### src/rtl/sct_pkg.sv
package sct_pkg;

    parameter int unsigned SCT_DIV_W = 4;
    parameter int unsigned SCT_DLY_W = 8;
    parameter int unsigned SCT_CS_W  = 4;

    typedef enum logic [2:0] {
        PH_IDLE = 3'd0,
        PH_PRE  = 3'd1,
        PH_RUN  = 3'd2,
        PH_POST = 3'd3,
        PH_GAP  = 3'd4
    } sct_phase_e;

    typedef struct packed {
        logic [SCT_DIV_W-1:0] div;
        logic                 cpol;
        logic                 cpha;
        logic [SCT_CS_W-1:0]  cs_code;
        logic                 decode;
        logic [SCT_DLY_W-1:0] d_pre;
        logic [SCT_DLY_W-1:0] d_post;
        logic [SCT_DLY_W-1:0] d_same;
        logic [SCT_DLY_W-1:0] d_gap;
    } sct_cfg_t;

    typedef struct packed {
        sct_phase_e phase;
        logic       edge_now;
        logic       odd_half;
        logic       last_half;
        logic       pre_first;
    } sct_tick_t;

    function automatic logic [SCT_DLY_W-1:0] sct_max(
        input logic [SCT_DLY_W-1:0] a,
        input logic [SCT_DLY_W-1:0] b
    );
        return (a > b) ? a : b;
    endfunction

    function automatic sct_cfg_t sct_cfg_reset();
        sct_cfg_t c;
        c         = '0;
        c.cs_code = '1;
        return c;
    endfunction

endpackage

### src/rtl/sct_cfg_shadow.sv
module sct_cfg_shadow
    import sct_pkg::*;
(
    input  logic     clk,
    input  logic     rst,
    input  logic     load,
    input  sct_cfg_t cfg_in,
    output sct_cfg_t cfg_q
);

    always_ff @(posedge clk) begin
        if (rst) begin
            cfg_q <= sct_cfg_reset();
        end else if (load) begin
            cfg_q <= cfg_in;
        end
    end

    AST_CFG_FROZEN: assert property (@(posedge clk) disable iff (rst)
        !load |=> $stable(cfg_q));

endmodule

### src/rtl/sct_seq.sv
module sct_seq
    import sct_pkg::*;
#(
    parameter int unsigned BITS_W = 6
)(
    input  logic              clk,
    input  logic              rst,
    input  logic              enable,
    input  sct_cfg_t          cfg,
    input  logic              req,
    input  logic [BITS_W-1:0] bits,
    output sct_tick_t         tick,
    output logic              idle
);

    localparam int unsigned HALF_W = BITS_W + 1;

    sct_phase_e           st;
    logic [SCT_DLY_W-1:0] cnt;
    logic [HALF_W-1:0]    half_idx;
    logic [HALF_W-1:0]    half_last;
    logic                 pend;
    logic [BITS_W-1:0]    pend_bits;
    logic                 req_ok;
    logic [SCT_DLY_W-1:0] div_ext;

    assign req_ok  = req && enable && (bits != '0);
    assign div_ext = SCT_DLY_W'(cfg.div);

    always_ff @(posedge clk) begin
        if (rst) begin
            st        <= PH_IDLE;
            cnt       <= '0;
            half_idx  <= '0;
            half_last <= '0;
            pend      <= 1'b0;
            pend_bits <= '0;
        end else begin
            case (st)
                PH_IDLE: begin
                    if (req_ok) begin
                        st        <= PH_PRE;
                        cnt       <= cfg.d_pre;
                        half_last <= {bits, 1'b0} - HALF_W'(1);
                    end
                end
                PH_PRE: begin
                    if (cnt == '0) begin
                        st       <= PH_RUN;
                        cnt      <= div_ext;
                        half_idx <= '0;
                    end else begin
                        cnt <= cnt - 1'b1;
                    end
                end
                PH_RUN: begin
                    if (cnt == '0) begin
                        if (half_idx == half_last) begin
                            st  <= PH_POST;
                            cnt <= cfg.d_post;
                        end else begin
                            half_idx <= half_idx + 1'b1;
                            cnt      <= div_ext;
                        end
                    end else begin
                        cnt <= cnt - 1'b1;
                    end
                end
                PH_POST: begin
                    if (cnt == '0) begin
                        st  <= PH_GAP;
                        cnt <= sct_max(cfg.d_gap, cfg.d_same);
                    end else begin
                        cnt <= cnt - 1'b1;
                    end
                end
                PH_GAP: begin
                    if (cnt == '0) begin
                        if (pend) begin
                            st        <= PH_PRE;
                            cnt       <= cfg.d_pre;
                            half_last <= {pend_bits, 1'b0} - HALF_W'(1);
                            pend      <= 1'b0;
                        end else if (req_ok) begin
                            st        <= PH_PRE;
                            cnt       <= cfg.d_pre;
                            half_last <= {bits, 1'b0} - HALF_W'(1);
                        end else begin
                            st <= PH_IDLE;
                        end
                    end else begin
                        cnt <= cnt - 1'b1;
                        if (req_ok && !pend) begin
                            pend      <= 1'b1;
                            pend_bits <= bits;
                        end
                    end
                end
                default: st <= PH_IDLE;
            endcase
        end
    end

    always_comb begin
        tick.phase     = st;
        tick.edge_now  = (st == PH_RUN) && (cnt == div_ext);
        tick.odd_half  = half_idx[0];
        tick.last_half = (half_idx == half_last);
        tick.pre_first = (st == PH_PRE) && (cnt == cfg.d_pre);
    end

    assign idle = (st == PH_IDLE);

    AST_HALF_BOUND: assert property (@(posedge clk) disable iff (rst)
        (st == PH_RUN) |-> (cnt <= div_ext));
    AST_EDGE_SPACING: assert property (@(posedge clk) disable iff (rst)
        (tick.edge_now && cfg.div != '0) |=> !tick.edge_now);
    AST_POST_TO_GAP: assert property (@(posedge clk) disable iff (rst)
        (st == PH_POST) |=> (st == PH_POST || st == PH_GAP));
    AST_GAP_HOLDS: assert property (@(posedge clk) disable iff (rst)
        (st == PH_GAP && cnt != '0) |=> (st == PH_GAP));

endmodule

### src/rtl/sct_pins.sv
module sct_pins
    import sct_pkg::*;
(
    input  sct_cfg_t            cfg,
    input  sct_tick_t           tick,
    output logic                sclk,
    output logic [SCT_CS_W-1:0] cs_n,
    output logic                cs_encoded,
    output logic                launch_stb,
    output logic                capture_stb
);

    logic active;
    logic lead_edge;
    logic trail_edge;

    assign active     = (tick.phase == PH_PRE) || (tick.phase == PH_RUN) ||
                        (tick.phase == PH_POST);
    assign cs_n       = active ? cfg.cs_code : '1;
    assign cs_encoded = cfg.decode;
    assign sclk       = cfg.cpol ^ ((tick.phase == PH_RUN) & ~tick.odd_half);
    assign lead_edge  = tick.edge_now & ~tick.odd_half;
    assign trail_edge = tick.edge_now & tick.odd_half;

    always_comb begin
        if (cfg.cpha) begin
            launch_stb  = lead_edge;
            capture_stb = trail_edge;
        end else begin
            launch_stb  = tick.pre_first | (trail_edge & ~tick.last_half);
            capture_stb = lead_edge;
        end
    end

endmodule

### src/rtl/flash_sclk_timing.sv
module flash_sclk_timing
    import sct_pkg::*;
#(
    parameter int unsigned BITS_W = 6
)(
    input  logic                 clk,
    input  logic                 rst,
    input  logic                 enable,
    input  logic [SCT_DIV_W-1:0] cfg_div,
    input  logic                 cfg_cpol,
    input  logic                 cfg_cpha,
    input  logic [SCT_CS_W-1:0]  cfg_cs_code,
    input  logic                 cfg_cs_decode,
    input  logic [SCT_DLY_W-1:0] cfg_dly_pre,
    input  logic [SCT_DLY_W-1:0] cfg_dly_post,
    input  logic [SCT_DLY_W-1:0] cfg_dly_same,
    input  logic [SCT_DLY_W-1:0] cfg_dly_gap,
    input  logic                 frame_req,
    input  logic [BITS_W-1:0]    frame_bits,
    output logic                 sclk,
    output logic [SCT_CS_W-1:0]  cs_n,
    output logic                 cs_encoded,
    output logic                 launch_stb,
    output logic                 capture_stb,
    output logic                 idle
);

    sct_cfg_t  cfg_in;
    sct_cfg_t  cfg_q;
    sct_tick_t tick;
    logic      seq_idle;

    always_comb begin
        cfg_in.div     = cfg_div;
        cfg_in.cpol    = cfg_cpol;
        cfg_in.cpha    = cfg_cpha;
        cfg_in.cs_code = cfg_cs_code;
        cfg_in.decode  = cfg_cs_decode;
        cfg_in.d_pre   = cfg_dly_pre;
        cfg_in.d_post  = cfg_dly_post;
        cfg_in.d_same  = cfg_dly_same;
        cfg_in.d_gap   = cfg_dly_gap;
    end

    sct_cfg_shadow u_shadow (
        .clk    (clk),
        .rst    (rst),
        .load   (!enable && seq_idle),
        .cfg_in (cfg_in),
        .cfg_q  (cfg_q)
    );

    sct_seq #(.BITS_W(BITS_W)) u_seq (
        .clk    (clk),
        .rst    (rst),
        .enable (enable),
        .cfg    (cfg_q),
        .req    (frame_req),
        .bits   (frame_bits),
        .tick   (tick),
        .idle   (seq_idle)
    );

    sct_pins u_pins (
        .cfg         (cfg_q),
        .tick        (tick),
        .sclk        (sclk),
        .cs_n        (cs_n),
        .cs_encoded  (cs_encoded),
        .launch_stb  (launch_stb),
        .capture_stb (capture_stb)
    );

    assign idle = seq_idle;

    AST_CLK_NEEDS_SELECT: assert property (@(posedge clk) disable iff (rst)
        (sclk != cfg_q.cpol) |-> (tick.phase == PH_RUN));
    AST_STROBE_EXCL: assert property (@(posedge clk) disable iff (rst)
        !(launch_stb && capture_stb));
    AST_IDLE_QUIET: assert property (@(posedge clk) disable iff (rst)
        idle |-> (cs_n == '1 && !launch_stb && !capture_stb));

endmodule

### config.mk
export PLATFORM = sky130hd
export DESIGN_NAME = flash_sclk_timing
export DESIGN_NICKNAME = d
export VERILOG_FILES = /design/src/rtl/sct_pkg.sv /design/src/rtl/sct_cfg_shadow.sv /design/src/rtl/sct_seq.sv /design/src/rtl/sct_pins.sv /design/src/rtl/flash_sclk_timing.sv
export SDC_FILE = /design/constraint.sdc
export NUM_CORES = 1
export LEC_CHECK = 0
export ABC_AREA = 1
export ABC_CLOCK_PERIOD_IN_PS = 1900
export BUFFER_PORTS_ARGS = -buffer_cell sky130_fd_sc_hd__clkbuf_2
export CAP_MARGIN = 20
export CORE_MARGIN = 1.5
export CORE_UTILIZATION = 50
export CTS_CLUSTER_SIZE = 30
export DETAILED_ROUTE_END_ITERATION = 10
export HOLD_SLACK_MARGIN = 0.03
export PLACE_DENSITY = 0.68
export SYNTH_ARGS = -nofsm -noshare
export SYNTH_HDL_FRONTEND = slang
export SYNTH_SLANG_ARGS = --single-unit
### constraint.sdc
create_clock -name clk -period 1.9 [get_ports clk]
set_input_delay 0.38 -clock clk [delete_from_list [all_inputs] [get_ports clk]]
set_output_delay 0.38 -clock clk [all_outputs]
set_load 0.05 [all_outputs]
### Yosys cells after proc, flatten, opt, wreduce, memory -nomap -nowiden

Index checks and enable logic that the tools add are counted.
Widths: inputs -> output; s select.

| storage, ports and cells | value |
|---|---|
| flip-flop bits (word level) | 75 |
| bits of input ports | 53 |
| output and inout port bits | 9 |
| logic and storage cells | 96 |

| operators by class | value |
|---|---|
| $add $sub $neg | 4 |
| magnitude comparators | 1 |
| eq/ne operators | 14 |
| mux-type cells | 31 |
| bitwise gates (word level) | 9 |
| reductions and logical operators | 22 |

Operator list:

| cell | count |
|---|---|
| $mux 8 | 8 |
| $mux 7 | 6 |
| $pmux 8 s5 | 1 |
| $pmux 7 s2 | 2 |
| $mux 3 | 7 |
| $pmux 3 s5 | 1 |
| $sub 7x1->7 const B | 2 |
| $eq 8x4->1 | 1 |
| $eq 8x8->1 | 1 |
| $gt 8x8->1 | 1 |
| $logic_not 8->1 | 1 |
| $ne 2x2->1 const B | 4 |
| $sub 8x1->8 const B | 1 |
| $add 7x1->7 const B | 1 |
| $eq 7x7->1 | 1 |
| $eq 3x2->1 const B | 2 |
| $logic_and 1x1->1 | 6 |
| $ne 2x1->1 const B | 3 |
| $reduce_and 6->1 | 1 |
| $reduce_bool 2->1 | 3 |
| $reduce_bool 6->1 | 1 |
| $mux 1 | 5 |
| $reduce_bool 5->1 | 1 |
| $and 1x1->1 | 4 |
| 12 further kinds | 17 |

### Depth between registers and ports, before layout

Gate-level depths: netlist of run 1.

| logic depth | value |
|---|---|
| word-level depth | 6 |
| mapped depth | 16 |
| mapped depth without buffers | 16 |

### Modules after synthesis

From an unflattened synthesis of run 1, not the netlist that was laid out.

| unflattened totals | value |
|---|---|
| cells, all modules | 756 |
| area, all modules | 4,818.4 sq um |

Modules (own cells, without submodules):

| module | times used | cells each | area an instance (sq um) |
|---|---|---|---|
| sct_seq | 1 | 459 | 2,916.5 |
| sct_cfg_shadow | 1 | 265 | 1,765.4 |
| sct_pins | 1 | 30 | 126.4 |
| flash_sclk_timing | 1 | 2 | 10.0 |

### Worst setup path after synthesis of run 1

Ideal clock, no wire load.

| timing | value |
|---|---|
| kind | register to output |
| start point | reg u_seq.st[2] |
| end point | out capture_stb |
| data arrival time | 2.097 ns |
| path slack | -0.577 ns |
| cell stages (with the launch flop) | 7 |
| path buffers | 1 |
| cell sequence | dfxtp_1 > nor2_1 > nand2_2 > inv_2 > buf_6 > nand4_1 > o21ai_0 |

| between the ends | value |
|---|---|
| cells in the longest elaborated chain, start to end | 4 |
| elaborated cells on any way between the ends | 5 |
| those cells by class | 1 x eq/ne; 1 x mux; 2 x bitwise; 1 x reduce/logical |

Ends and longest elaborated chain:

| item | RTL line | text |
|---|---|---|
| start: declaration | sct_seq.sv:18 | `sct_phase_e st;` |
| start signal: assignment | sct_seq.sv:32 | `st <= PH_IDLE;` |
| start signal: assignment | sct_seq.sv:42 | `st <= PH_PRE;` |
| start signal: assignment | sct_seq.sv:49 | `st <= PH_RUN;` |
| $eq 3x2->1 (*) | sct_seq.sv:106 | `tick.edge_now = (st == PH_RUN) && (cnt == div_ext);` |
| $logic_and 1x1->1 (*) | sct_seq.sv:106 |  |
| $and 1x1->1, on equally long branches | sct_pins.sv:22, sct_pins.sv:23 |  |
| $mux 1 (*) | sct_pins.sv:26 | `if (cfg.cpha) begin` |
| end: declaration | flash_sclk_timing.sv:24 | `output logic capture_stb,` |

Mark *: on every way between the ends. The rest lies on a longest branch, timed or not.

### Worst setup path in the final report of run 1

| timing | value |
|---|---|
| start point | reg u_seq.cnt[2] |
| end point | out launch_stb |

| between the ends | value |
|---|---|
| cells in the longest elaborated chain, start to end | 6 |
| elaborated cells on any way between the ends | 9 |
| those cells by class | 2 x eq/ne; 1 x mux; 4 x bitwise; 2 x reduce/logical |

Ends and longest elaborated chain:

| item | RTL line | text |
|---|---|---|
| start: declaration | sct_seq.sv:19 | `logic [SCT_DLY_W-1:0] cnt;` |
| start signal: assignment | sct_seq.sv:43 | `cnt <= cfg.d_pre;` |
| start signal: assignment | sct_seq.sv:50 | `cnt <= div_ext;` |
| start signal: assignment | sct_seq.sv:53 | `cnt <= cnt - 1'b1;` |
| $eq 8x4->1 | sct_seq.sv:106 |  |
| $logic_and 1x1->1 | sct_seq.sv:106 |  |
| $and 1x1->1 | sct_pins.sv:23 | `assign trail_edge = tick.edge_now & tick.odd_half;` |
| $and 1x1->1 | sct_pins.sv:30 | `launch_stb = tick.pre_first \| (trail_edge & ~tick.last_half);` |
| $or 1x1->1 | sct_pins.sv:30 |  |
| $mux 1 (*) | sct_pins.sv:26 |  |
| end: declaration | flash_sclk_timing.sv:23 | `output logic launch_stb,` |

Marked as above.

==> results of run 1 <==
metal layers:
metal,share of wire,vias to the layer above
met5,0,-
met4,0.023,0
met3,0.053,28
met2,0.47,159
met1,0.46,2208
li1,-,2500
placed cells by master (no fill, tap or decap), types with 2 or more instances in the layout:
master and n:
inv_4 4, o21ai_0 69, clkbuf_8 10, buf_8 6, nand4_1 8, bufinv_16 2
or2_4 4, nand2_1 132, nor3b_1 2, ha_4 4, nor2_4 8, xor2_1 12
nor2_1 62, nor2_2 5, dfxtp_2 9, nand2_4 6, nand2_2 10, dfxtp_4 5
xnor2_1 4, inv_2 16, ha_1 9, a211oi_1 3, nor3_1 8, a31oi_1 4
nor2_8 2, o21ai_2 3, nand3_1 38, o211ai_1 4, inv_1 75, clkbuf_2 53
dfxtp_1 61, nor4_1 2, buf_6 4, a21oi_2 4, buf_12 4, nand3_2 7
o21ai_1 12, buf_4 62, a21oi_1 64
critical path: stages, from the launching register on:
cell	delay, ns
dfxtp_1	0.35
inv_1	0.08
nor2_1	0.06
nor4_2	0.26
nand4_1	0.14
nor2_2	0.19
nor2_1	0.08
a22oi_2	0.20
buf_12	0.17
report_power, final:
group / internal (W) / total [W] / switching, W
clock network: 0.000744 / 0.00138 / 0.000641
registers: 0.00199 / 0.00232 / 0.000327
logic: 0.00237 / 0.00581 / 0.00344
stage by stage:
step / hold slack (ns) / area [sq um] / cells
floorplan: 0.4214 / 4618 / 690
finish: 0.2363 / 5991 / 922
detailed placement: 0.4454 / 5418 / 893
global route: 0.2616 / 5991 / 922
CTS: 0.2303 / 5811 / 915
global placement: 0.4302 / 5418 / 893
worst max-delay path by stage:
stage                       startpoint          to  slack, ns
finish                    u_seq.cnt[2]  launch_stb      -0.37
global route        u_shadow.cfg_q[39]  launch_stb      -0.46
CTS                       u_seq.cnt[3]  launch_stb      -0.38
detailed placement        u_seq.cnt[3]  launch_stb      -0.09
global placement          u_seq.cnt[3]  launch_stb      -0.04
floorplan                  u_seq.st[2]  launch_stb      0.003
layout make-up:
| class | instances | area, sq um |
|---|---|---|
| fillers | 781 | 2815 |
| multi-input cells | 498 | 2785 |
| flip-flops and latches | 75 | 1531 |
| repair buffers | 130 | 959.7 |
| inverters | 95 | 364.1 |
| well taps | 108 | 135.1 |
| clock buffers | 10 | 127.6 |
| clock inverters | 6 | 87.58 |
repair_timing:
action	4_1_cts	5_1_grt
pin swaps	3	20
setup buffers	6	7
hold endpoints to repair	0	0
gates resized for setup	41	47
endpoints found under the setup margin	9	34
cells by family after synthesis:
group	Yosys count	synth area share
flops	75	0.3279
mux	1	0.002186
xor+xnor	16	0.03060
compound gates	170	0.2011
buf+inv	117	0.1033
fa+ha+maj	13	0.03552
simple gates	298	0.2995
flip-flops by register name, summed over array words and instances, names as in the netlist:
register and count:
u_shadow.cfg_q 43, u_seq.cnt 8, u_seq.half_idx 7, u_seq.half_last 7, u_seq.pend_bits 6, u_seq.st 3
u_seq.pend 1
==> metrics.md, run 1 <==
| Metric | Value |
|---|---|
| Run status | finished, violations left |
| Failing checks | design-rule violations, negative setup slack |
| Routed len/inst | about 14 um |
| Clock Path Buffers | 2 |
| Clock skew | 0.007415 ns |
| Die Ht | between 90 and 100 um |
| Static Leak | 2.843 nW |
| Sum Neg Setup Slack | -0.6135 ns |
| Count leader, synth | nand2_1 |
| Max Fclk | 441.3 MHz |
| Final Hold Vio Count | 0 |
| # diodes | 0 |
| Max Cap Viol | 0 |
| Initial Utilization | 0.5200 |
| Synth area leader | dfxtp_1 |
| Yosys warnings | 0 |
| Worst-path clk slew | 0.08 ns |
| Pwr Total | 0.009513 W |
| Vias | 4895 |
| Clock root cell | clkbuf_8 |
| Num CTS Buffers | 9 |
| Post-Syn Area per Cell | 6.637 sq um |
| Area contributors post-synth | dfxtp_1 (33%), nand2_1 (11%), o21ai_0 (8.6%) |
| DP Worst Slack | -0.09271 ns |
| CP Data Required Time | approximately 1.5 ns |
| HP Class | input port to flip-flop |
| Post-Synthesis Cells | 690 |
| DP HPWL | slightly below 10000 um |
| Startpoint Class | flip-flop |
| CTS tree | yes |
| Util after Layout | 0.6803 |
| Worst r2r src | u_shadow.cfg_q[14] |
| Unrepaired setup endpoints after global routing | true |
| CP max FO | 5 |
| Initial antenna violation count | 0 |
| TritonRoute pass-1 iters | 8 |
| First-pass GRT wire length | 21780 um |
| Met2 GRT Util | 0.4621 |
| Drt initial violations | 271 |
| H-tree depth | 3 |
| Critical path data arrival time | 1.89 ns |
| Number of global-route vias before repair | 4675 |
| Post-Syn Area | 4579 sq um |
| Tot GR Track Use | 0.2788 |
| Largest net degree at the start of global routing | 65 |
| Chip Width | 98.70 um |
| Hold Path End | u_shadow.cfg_q[34] |
| Crit Path Class | flip-flop to output port |
| Most used routing layer | met2 |
| Post-synth ARST share | 0 |
| Final worst setup slack | -0.3659 ns |
| Overflow after GRT | 0 |
| Synth Register Bits | between 70 and 80 |
| Final ANT Viol Nets | 0 |
| Least-Margin Pin Slew | a little under 0.5 ns |
| Final RePlAce weighted congestion | 0.9237 |
| Vias per inst | 5.309 |
| Dominant register cell in the synthesized netlist | dfxtp_1 |
| Pwr Density | around 1600 nW/um^2 |
| Post-synth EDFFs | 0 |
| # IOs | 62 |
| Synth cell types | 42 |
| Seq/Total Area, Yosys | 0.3279 |
| NumNets Final | 875 |
| Hold Path Origin | cfg_cs_code[1] |
| Full die area | around 9700 sq um |
| Layout cell share with drive strength beyond 1 | 0.2924 |
| Worst vdd ir | 0.6489 mV |
| Finish-stage setup viols | 2 |
| Synth top cells by count | nand2_1 (138), inv_1 (83), o21ai_0 (79) |
| Final critical-path share of the clock period | 1.193 |
| Worst R2R End | u_seq.cnt[1] |
| Crit end category | output port |
| Worst reg-to-reg setup slack | roughly 0.05 ns |
| DRC | 4 |
| Core footprint | 8806 sq um |
| Clock sinks | 75 |
| Synthesized net count | 756 |
| Worst slew margin | 0.6713 |
| Drt total wl | about 13000 um |
| Max-slew violations | 0 |
| Synth top area share | 0.3279 |
| Row count | 34 |
| Post-route minimum period | 2.266 ns |
| Buffers on Ports | 61 |
| Hold-fix buffers, CTS | 0 |
| Area delta synth->final | 30.82% |
| GR Util met1 | 0.3732 |
| Met3 global-route usage | 0.03333 |
| FF-to-FF path depth | 13 |
| Cells on Worst Hold Path | 3 |
| Skew-Pair Late Insertion Delay | between 0.3 and 0.4 ns |
No activity file was read; power rests on OpenSTA's default activity.
==> inputs of run 2 (changes only) <==
- SYNTH_HIERARCHICAL: unset -> 1
==> metrics.md, run 2 <==
| Metric | Value |
|---|---|
| Pint | 0.005067 W |
| Startpoint Class | flip-flop |
| Unrepaired setup endpoints after global routing | true |
| Buffers on Ports | 61 |
| Critical path's slowest cell | dfxtp_2 |
| Max-slew violations | 0 |
| Skew-Pair Late Insertion Delay | 0.36 ns |
| Vias per inst | 4.976 |
| Worst slew margin | 0.6996 |
| Clock Path Buffers | 2 |
| Post-synth EDFFs | 0 |
| NumNets Final | 979 |
| Static Leak | 3.278 nW |
| Routed length on met3 | 459 um |
| DRC | 0 |
| Synth Register Bits | 75 |
| Post-Syn Area per Cell | 6.374 sq um |
| Gate power share | 0.639 |
| CP Data Required Time | between 1.5 and 2 ns |
| Vias | 5205 |
| Pwr Density | 1440 nW/um^2 |
| Mux cell area share after synthesis | 0 |
| DP Worst Slack | -0.2007 ns |
| Most frequent cells in the layout | nand2_1 (199), nor2_1 (107), buf_4 (101) |
| Fillers | 856 |
| Layout cell share with drive strength beyond 1 | 0.3359 |
| Worst vdd ir | 0.8021 mV |
| Num CTS Buffers | 9 |
| Count leader, synth | nand2_1 |
| Run status | finished, violations left |
| Worst setup path startpoint | u_seq/cnt[1] |
| Least-Margin Pin Slew | 0.4471 ns |
| Dominant register cell in the synthesized netlist | dfxtp_1 |
| Yosys warnings | 6 |
| FF-to-FF path depth | 12 |
| Clock skew | roughly 0.011 ns |
| Area contributors post-synth | dfxtp_1 (31%), nand2_1 (16%), nor2_1 (8.7%) |
| Failing checks | negative setup slack |
| Final Hold Vio Count | 0 |
| Tot GR Track Use | 0.2819 |
| Post-route design area | roughly 6500 sq um |
| Sw power | approximately 0.0043 W |
| Synth area leader | dfxtp_1 |
| DR WL met2 | 7067 um |
| Clock network power share | 0.111 |
| Chip Width | about 100 um |
| Worst-path clk slew | 0.08 ns |
| Placed insts | 1022 |
| DR top layer | met4 |
| Biggest regs | u_shadow/cfg_q (43), u_seq/cnt (8) |
| Core footprint | 9284 sq um |
| Placed Area | 5966 sq um |
| Most flops, register | u_shadow/cfg_q |
| Final Non-Filler Cells | 1046 |
| Largest register FFs | 43 |
| Area delta synth->final | 35.70% |
| Worst r2r src | u_shadow/cfg_q[13] |
| CP most frequent cell | buf_6 |
| Finish-stage setup viols | 2 |
| Largest net degree at the start of global routing | 41 |
| Routed len/inst | 13.48 um |
| Cells on Worst Hold Path | 3 |
| Hold Path Origin | cfg_cs_code[1] |
| First-pass GRT wire length | 22370 um |
| # IOs | 62 |
| Initial Utilization | 0.5190 |
| Most common cell after layout, fill and taps aside | nand2_1 |
| DP HPWL | 10650 um |
| TritonRoute pass-1 iters | 5 |
| Post-synth ARST share | 0 |
| Post-Synthesis Cells | 756 |
| H-tree depth | 3 |
| Row count | 35 |
| Largest family of logic cells by synthesized area | simple AND/OR/NAND/NOR gates |
| Pwr Total | 0.009414 W |
| Post-route minimum period | ~2.3 ns |
| HP Class | input port to flip-flop |
| Synth Area in Simple Gates | 0.3615 |
| Drt total wl | 14100 um |
| Die Ht | between 100 and 150 um |
| Synth cell types | 43 |
| Synthesized net count | 821 |
| Final RePlAce weighted congestion | 0.9197 |
| # diodes | 0 |
| Drt initial violations | 222 |
| Overflow after GRT | 0 |
| Clock root cell | clkbuf_8 |
| Synth Area in Compound Gates | 0.1239 |
| Final worst setup slack | -0.3526 ns |
| Net Sw Frac | 0.4618 |
| Seq/Total Area, Yosys | 0.3116 |
| Flop pwr share | 0.250 |
| Final hold slack | 0.2353 ns |
| Max Fclk | ~440 MHz |
| Post-Syn Area | 4818 sq um |
| Critical-path cell list | buf_6 -> o22ai_4 -> a21oi_2 -> o2111ai_2 -> nor3_2 -> nand2_1 -> buf_6 -> o21ai_4 -> buf_12 |
| Adder-cell share of the synthesized area | 0.03116 |
| Slowest stage delay, CP | between 0.3 and 0.4 ns |
| Clock sinks | 75 |
| Number of global-route vias before repair | roughly 5000 |
| CP max FO | 3 |
| Synth top area share | 0.3116 |
| Hold-fix buffers, CTS | 0 |
| Routed met1 length | 6205 um |
| Initial antenna violation count | 0 |
| Crit Path Class | flip-flop to output port |
| Final ANT Viol Nets | 0 |
| Xor/xnor share of the synthesized area | 0.03817 |
| Full die area | 10230 sq um |
| Max Cap Viol | 0 |
| Synth top cells by count | nand2_1 (210), nor2_1 (112), inv_1 (107) |
| Final critical-path share of the clock period | 1.186 |
| Critical path data arrival time | 1.87 ns |
| CTS tree | yes |
| Crit end category | output port |
run 2: cell types whose count changed after synthesis, moves of 7 or more:
cell	delta
o21ai_0	-45
nand2_1	+72
o22ai_1	+7
xnor2_1	+7
a21oi_1	-34
clkbuf_1	-11
nor2_1	+44
inv_1	+24
run 2: cell families after synthesis:
| kind of cell | after synthesis |
|---|---|
| buffers and inverters | 147 |
| and+or+nand+nor | 401 |
| adders and majority gates | 12 |
| DFF | 75 |
| AOI/OAI and AO/OA | 100 |
| xor gates and xnor gates | 21 |
run 2: power by group through the flow:
stage | Clock, W | Sequential (W) | Combinational [W]
floorplan | 0 | 0.00229 | 0.00331
global placement | 0 | 0.00233 | 0.00497
detailed placement | 0 | 0.00234 | 0.00506
CTS | 0.00108 | 0.00231 | 0.00517
global route | 0.00116 | 0.00240 | 0.00660
finish | 0.00105 | 0.00235 | 0.00601
run 2: path summary, 6_finish.rpt:
| path | slack [ns] | endpoint |
|---|---|---|
| max reg2reg | 0.07 | u_seq/cnt[3] |
| min reg2reg | 0.46 | u_shadow/cfg_q[36] |
| max | -0.35 | capture_stb |
| min | 0.24 | u_shadow/cfg_q[34] |
run 2: critical path: cells and delay by family (launching register included):
| family | cells | cell delay (ns) |
|---|---|---|
| and+or+nand+nor | 2 | 0.32 |
| buffers and inverters | 3 | 0.38 |
| AOI/OAI and AO/OA | 4 | 0.46 |
| DFF | 1 | 0.35 |
run 2: stage by stage:
| stage | setup TNS (ns) | utilization |
|---|---|---|
| after floorplan | -0.1951 | - |
| after global placement | -0.2452 | 0.6426 |
| after detailed placement | -0.3960 | 0.6426 |
| after CTS | -0.6968 | 0.6636 |
| after global routing | -1.278 | 0.7043 |
| final | -0.6493 | 0.7043 |
run 2: what timing repair did:
item,4_1_cts,5_1_grt
cloned,0,0
setup buffers,1,10
endpoints found under the setup margin,5,29
resized for setup,14,79
pin swaps,2,38
run 2: cell type report:
cell class / instances / area, sq um / share of cell area
inverter: 123 / 483.0 / 0.07386
multi-input combinational: 534 / 2993 / 0.4577
timing repair buffer: 171 / 1235 / 0.1889
clock inverter: 4 / 20.02 / 0.003062
sequential: 75 / 1519 / 0.2323
clock buffer: 10 / 127.6 / 0.01952
tap: 129 / 161.4 / 0.02468
run 2: layer usage:
layer | vias to the layer above | track usage
met3 | 29 | 0.05521
met5 | - | 0
li1 | 2666 | -
met2 | 127 | 0.4956
met4 | 0 | 0.09829
met1 | 2383 | 0.3435
